<file path="config.mk">
export PLATFORM = sky130hd
export DESIGN_NAME = uart_lsr_status
export DESIGN_NICKNAME = d
export VERILOG_FILES = /design/src/rtl/uart_lsr_pkg.sv /design/src/rtl/lsr_tx_idle.sv /design/src/rtl/lsr_flag_qual.sv /design/src/rtl/lsr_sticky_bit.sv /design/src/rtl/uart_lsr_status.sv
export SDC_FILE = /design/constraint.sdc
export NUM_CORES = 1
export LEC_CHECK = 0
export BUFFER_PORTS_ARGS = -buffer_cell sky130_fd_sc_hd__buf_2
export CAP_MARGIN = 15
export CORE_AREA = 2 2 39 41
export CTS_CLUSTER_SIZE = 14
export DETAILED_ROUTE_END_ITERATION = 8
export DIE_AREA = 0 0 41 43
export PLACE_DENSITY = 0.46
export SETUP_SLACK_MARGIN = 0.5
export SLEW_MARGIN = 25
export SYNTH_ARGS = -nofsm -noshare
export SYNTH_HDL_FRONTEND = slang
export SYNTH_SLANG_ARGS = --single-unit
export TNS_END_PERCENT = 50
</file>
<file path="constraint.sdc">
create_clock -name clk -period 0.8 [get_ports clk]
set_input_delay 0.08 -clock clk [delete_from_list [all_inputs] [get_ports clk]]
set_output_delay 0.08 -clock clk [all_outputs]
set_load 0.02 [all_outputs]
</file>
<file path="src/rtl/uart_lsr_pkg.sv">
package uart_lsr_pkg;
  localparam int FLAG_W   = 3;
  localparam int FLAG_PAR = 0;
  localparam int FLAG_FRM = 1;
  localparam int FLAG_BRK = 2;

  typedef enum logic [1:0] {
    MODE_LEGACY   = 2'b00,
    MODE_FIFO     = 2'b01,
    MODE_NINE     = 2'b10,
    MODE_FIFO_ALT = 2'b11
  } lsr_mode_e;
endpackage

</file>
<file path="src/rtl/lsr_tx_idle.sv">
module lsr_tx_idle (
  input  logic clk,
  input  logic rst,
  input  logic hold_empty,
  input  logic shift_empty,
  output logic idle
);
  always_ff @(posedge clk) begin
    if (rst) idle <= 1'b1;
    else     idle <= hold_empty & shift_empty;
  end
endmodule

</file>
<file path="src/rtl/lsr_flag_qual.sv">
module lsr_flag_qual
  import uart_lsr_pkg::*;
#(
  parameter int W = FLAG_W
) (
  input  lsr_mode_e      mode,
  input  logic           xfer,
  input  logic [W-1:0]   flags_in,
  output logic [W-1:0]   flags_set,
  output logic           any_set
);
  logic [W-1:0] mask;

  always_comb begin
    mask = '1;
    if (mode == MODE_NINE) mask[FLAG_PAR] = 1'b0;
  end

  assign flags_set = xfer ? (flags_in & mask) : '0;
  assign any_set   = |flags_set;
endmodule

</file>
<file path="src/rtl/lsr_sticky_bit.sv">
module lsr_sticky_bit (
  input  logic clk,
  input  logic rst,
  input  logic set_i,
  input  logic clr_i,
  input  logic hold_low,
  output logic q
);
  always_ff @(posedge clk) begin
    if (rst || hold_low) q <= 1'b0;
    else if (set_i)      q <= 1'b1;
    else if (clr_i)      q <= 1'b0;
  end
endmodule

</file>
<file path="src/rtl/uart_lsr_status.sv">
module uart_lsr_status
  import uart_lsr_pkg::*;
#(
  parameter int NFLAG = FLAG_W
) (
  input  logic             clk,
  input  logic             rst,
  input  logic [1:0]       mode,
  input  logic             thr_empty,
  input  logic             tsr_empty,
  input  logic             rx_xfer,
  input  logic [NFLAG-1:0] rx_flags,
  input  logic             stat_rd,
  output logic             tx_idle,
  output logic             err_any,
  output logic [NFLAG-1:0] err_flags
);
  lsr_mode_e        mode_e;
  logic [NFLAG-1:0] q_flags;
  logic             q_any;
  logic             legacy;

  assign mode_e = lsr_mode_e'(mode);
  assign legacy = (mode_e == MODE_LEGACY);

  lsr_tx_idle u_idle (
    .clk(clk), .rst(rst),
    .hold_empty(thr_empty), .shift_empty(tsr_empty),
    .idle(tx_idle)
  );

  lsr_flag_qual #(.W(NFLAG)) u_qual (
    .mode(mode_e), .xfer(rx_xfer), .flags_in(rx_flags),
    .flags_set(q_flags), .any_set(q_any)
  );

  // Per-cause sticky flags: unaffected by legacy mode
  for (genvar i = 0; i < NFLAG; i++) begin : g_flag
    lsr_sticky_bit u_bit (
      .clk(clk), .rst(rst),
      .set_i(q_flags[i]), .clr_i(stat_rd), .hold_low(1'b0),
      .q(err_flags[i])
    );
  end

  // Aggregate bit: pinned low in legacy mode
  lsr_sticky_bit u_any (
    .clk(clk), .rst(rst),
    .set_i(q_any), .clr_i(stat_rd), .hold_low(legacy),
    .q(err_any)
  );
endmodule

</file>
Word-level counts from Yosys, hierarchy flattened
Index checks and enable logic that the tools add are counted. W data, S select, Z words.

Input port bits: 11. Register bits: 5. Logic and storage cells: 22.

Bitwise operators: 2. Reduce and logical (&&, ||, !) cells: 7. Eq/ne operators: 1. Mux-type cells: 7.

Operator list (number): $reduce_bool A2 Y1 (4); $mux W1 (6); $and A3 B3 Y3 (1); $mux W3 (1); $reduce_or A3 Y1 (1); $eq A2 B2 Y1 const B (1); $logic_not A2 Y1 (1); $and A1 B1 Y1 (1); $logic_or A1 B1 Y1 (1).

Logic depth before layout (Yosys ltp)
Depth after elaboration: 6. Mapped depth: 3. Depth with buffers taken out: 3.

Hierarchy
Synthesis repeated with hierarchy kept, for this count alone.

Cell total of the unflattened synthesis: 26. Area total of the unflattened synthesis: 257.7 um^2.

Modules (own cells, without submodules): lsr_sticky_bit (instances 4, area an instance 45.0 um^2, cells each 4); lsr_flag_qual (instances 1, area an instance 42.5 um^2, cells each 6); lsr_tx_idle (instances 1, area an instance 27.5 um^2, cells each 2); uart_lsr_status (instances 1, area an instance 7.5 um^2, cells each 2).

Least setup slack after synthesis
OpenSTA, ideal clock, no wires.

Path type: register to register. Start: reg u_any.q (netlist name). End: reg u_any.q. Arrival: 704 ps. Setup time: 91 ps. Data required time: 709 ps. Cell stages (with the launch flop): 3. Slack: 5 ps. Path buffers: 0. Path through: dfxtp_1 nand2_1 a311oi_1.

RTL lines: to (signal assigned) (RTL line lsr_sticky_bit.sv:10) `if (rst || hold_low) q <= 1'b0;`; to (signal assigned) (RTL line lsr_sticky_bit.sv:11) `else if (set_i) q <= 1'b1;`; to (signal assigned) (RTL line lsr_sticky_bit.sv:12) `else if (clr_i) q <= 1'b0;`; to (decl) (RTL line lsr_sticky_bit.sv:7) `output logic q`.

Final worst setup path
Start: reg u_any.q. End: out err_any.

RTL lines: to (decl) (RTL line uart_lsr_status.sv:15) `output logic err_any,`.

No word-level cell between the ends.

==> results.cfg <==
[clock_network]
clock_latency_ns = 0.24
holdBufCountCts = 0
clk_pin_slew_ns = 0.05
cts_root_buf = clkbuf_4
cts_buffer_depth = 2
cts_buffers = 3
cts_setup_buffers = 0
cts_tree = done
cts-resized-gates = 10
htreeDepth = 1
cts_num_sinks = 5

[critical_path]
endpoint = err_any
cp-end-kind = output port
crit_arrival_ns = 0.70
r2r_end = u_any.q
critPathLaunchType = register
path_class = reg -> out
crit_path_max_incr_delay_ns = 0.34
path_buf_inv = 1
crit_path_top_delay_cell = dfxtp_4
startpoint = u_any.q
worstRegToRegCells = 2
r2r-start = u_any.q
path_depth = 1
crit_fanout = 2
crit_chain = buf_6
critPathRequiredTime_ns = 0.72
crit_family = flip-flops
r2r_slack_ns = 0.09

[pwr]
leakagePower_nw = 0.1625
power.share.clock = 0.436
pwr-share-seq = 0.402
p_sw_w = 0.0001715
ir_drop_mv = 0.3760
power.density_mw_per_mm2 = 2007
power_frac_comb = 0.162
p_int_w = 0.0005141
swShare = 0.2502

[die]
ios = 16
start_util = 0.1429
rows = 14
core-area_mm2 = 0.001384
die_w_um = 41
dieArea_mm2 = 0.001763
die_y_um = 43

[route]
viasPerCell = 3.852
drtIter0Drc = 3
dr.pass1.iters = 4
drt-wirelength-per-cell_um = 8.963
drc = 0
antenna_left = 0
routed_wl_um = 484
vias = 208

[layout]
antennaDiodeCount = 0
ff_latch_area_um2 = 107.6
multi_input_area_um2 = 73.82
n_fill_cell = 152
layout_common_cells = 10 x buf_2, 5 x buf_6, 3 x nor2_1, 3 x clkbuf_4, 3 x dfxtp_2
final_common_cell = buf_2
syn_to_final_growth_pct = 72.78
num-nets-final = 50
layout-drive-gt1-share = 0.6053

[min_path]
hold_class = in -> reg

[placement]
gp_congestion = 0.5777
place_ws_ns = 0.1066
io_buffers = 15

[grt]
grt_antenna_before_repair = 0
grt_remaining_overflow = 0
grt_pass1_wl_um = 848
grt_max_degree = 6
grt_pass1_vias = 232
grt_use_total = 0.07430

[status]
status = complete, no violations

[synth]
synth_cell_types = 11
yosys.area_share.simple = 0.09494
synth_adder_area_share = 0
muxShareOfSynthArea = 0
synth-seq-cells = 5
seq_area_frac_synth = 0.5063
syn_area_um2 = 197.7
synth_top_family_by_area = compound AO/OA/AOI/OAI gates
syn_inst = 22
avgSynthCellArea_um2 = 8.986
syn_nets = 33
ys_warn_count = 0
synth-xor-area-share = 0
synth-compound-area-share = 0.2468

[timing]
hold_viol = 0
maxSlewViolCount = 0
fmax_mhz = 1289
layout_min_cycle_time_ns = 0.7758
fin_ws_ns = 0.02416
setup_violations = 0
grt_setup_unrepaired = true
slew_headroom = 0.8339
timing.hold.ws_ns = 0.04136
worst_pin_slew_ns = 0.2480
skew_ns = 0
fin_tns_setup_ns = 0
period_share = 0.9698

[job]
drv_cap = 0
## how the worst min path moves through the flow
stage,from,end,cells after the start
CTS,tsr_empty,u_idle.idle,2
floorplan,rst,g_flag[0].u_bit.q,1
detailed placement,tsr_empty,u_idle.idle,2
finish,thr_empty,u_idle.idle,2
global placement,tsr_empty,u_idle.idle,2
global route,thr_empty,u_idle.idle,2
## power by group through the flow
stage / clock [W] / sequential (W) / combinational, W
floorplan: 0 / 0.000285 / 0.0000451
CTS: 0.000304 / 0.000276 / 0.000105
global route: 0.000318 / 0.000278 / 0.000121
detailed placement: 0 / 0.000277 / 0.0000895
finish: 0.000299 / 0.000276 / 0.000111
global placement: 0 / 0.000276 / 0.0000911
## per-stage QoR
stage	util	cell area, um^2	total power (W)	std cells
5_1_grt	0.2468	341.6	0.0007175	54
6_report	0.2468	341.6	0.0006856	54
2_1_floorplan	-	207.7	0.0003305	22
4_1_cts	0.2396	331.6	0.0006845	54
3_3_place_gp	0.1998	276.5	0.0003667	50
3_5_place_dp	0.1998	276.5	0.0003661	50
## cell usage after synthesis
| cell | instances | area share |
|---|---|---|
| a311oi_1 | 1 | 0.044 |
| a21o_1 | 1 | 0.038 |
| nand2_1 | 2 | 0.038 |
| o211ai_1 | 1 | 0.038 |
| a21oi_1 | 1 | 0.025 |
| a22oi_1 | 2 | 0.076 |
| inv_1 | 2 | 0.038 |
| buf_4 | 3 | 0.11 |
| o21ai_1 | 1 | 0.025 |
| nor2_1 | 3 | 0.057 |
| dfxtp_1 | 5 | 0.51 |
## flip-flops by register name (all words and copies together), names as in the netlist
| signal | count |
|---|---|
| u_idle.idle | 1 |
| u_any.q | 1 |
| g_flag.u_bit.q | 3 |
## routing by layer
metal  track usage  routed length (um)  part of all wire
met5             0                   0                 0
met4       0.08000                   0                 0
met3       0.03141                  25             0.052
met2       0.09063                 233              0.48
met1       0.08682                 225              0.46
## kinds of logic (layout without fill, tap and decap cells)
family / Yosys count / after routing
flip-flops: 5 / 5
AND/OR/NAND/NOR: 5 / 5
buffers and inverters: 5 / 21
AO/OA/AOI/OAI: 7 / 7
## area by class of cell
type                       instances  area share
multi-input combinational         12      0.2161
tap                               16     0.05861
inverter                           2     0.02198
sequential                         5      0.3150
clock buffer                       4     0.07692
timing repair buffer              15      0.3114
Power figures use the tool's default switching activity.
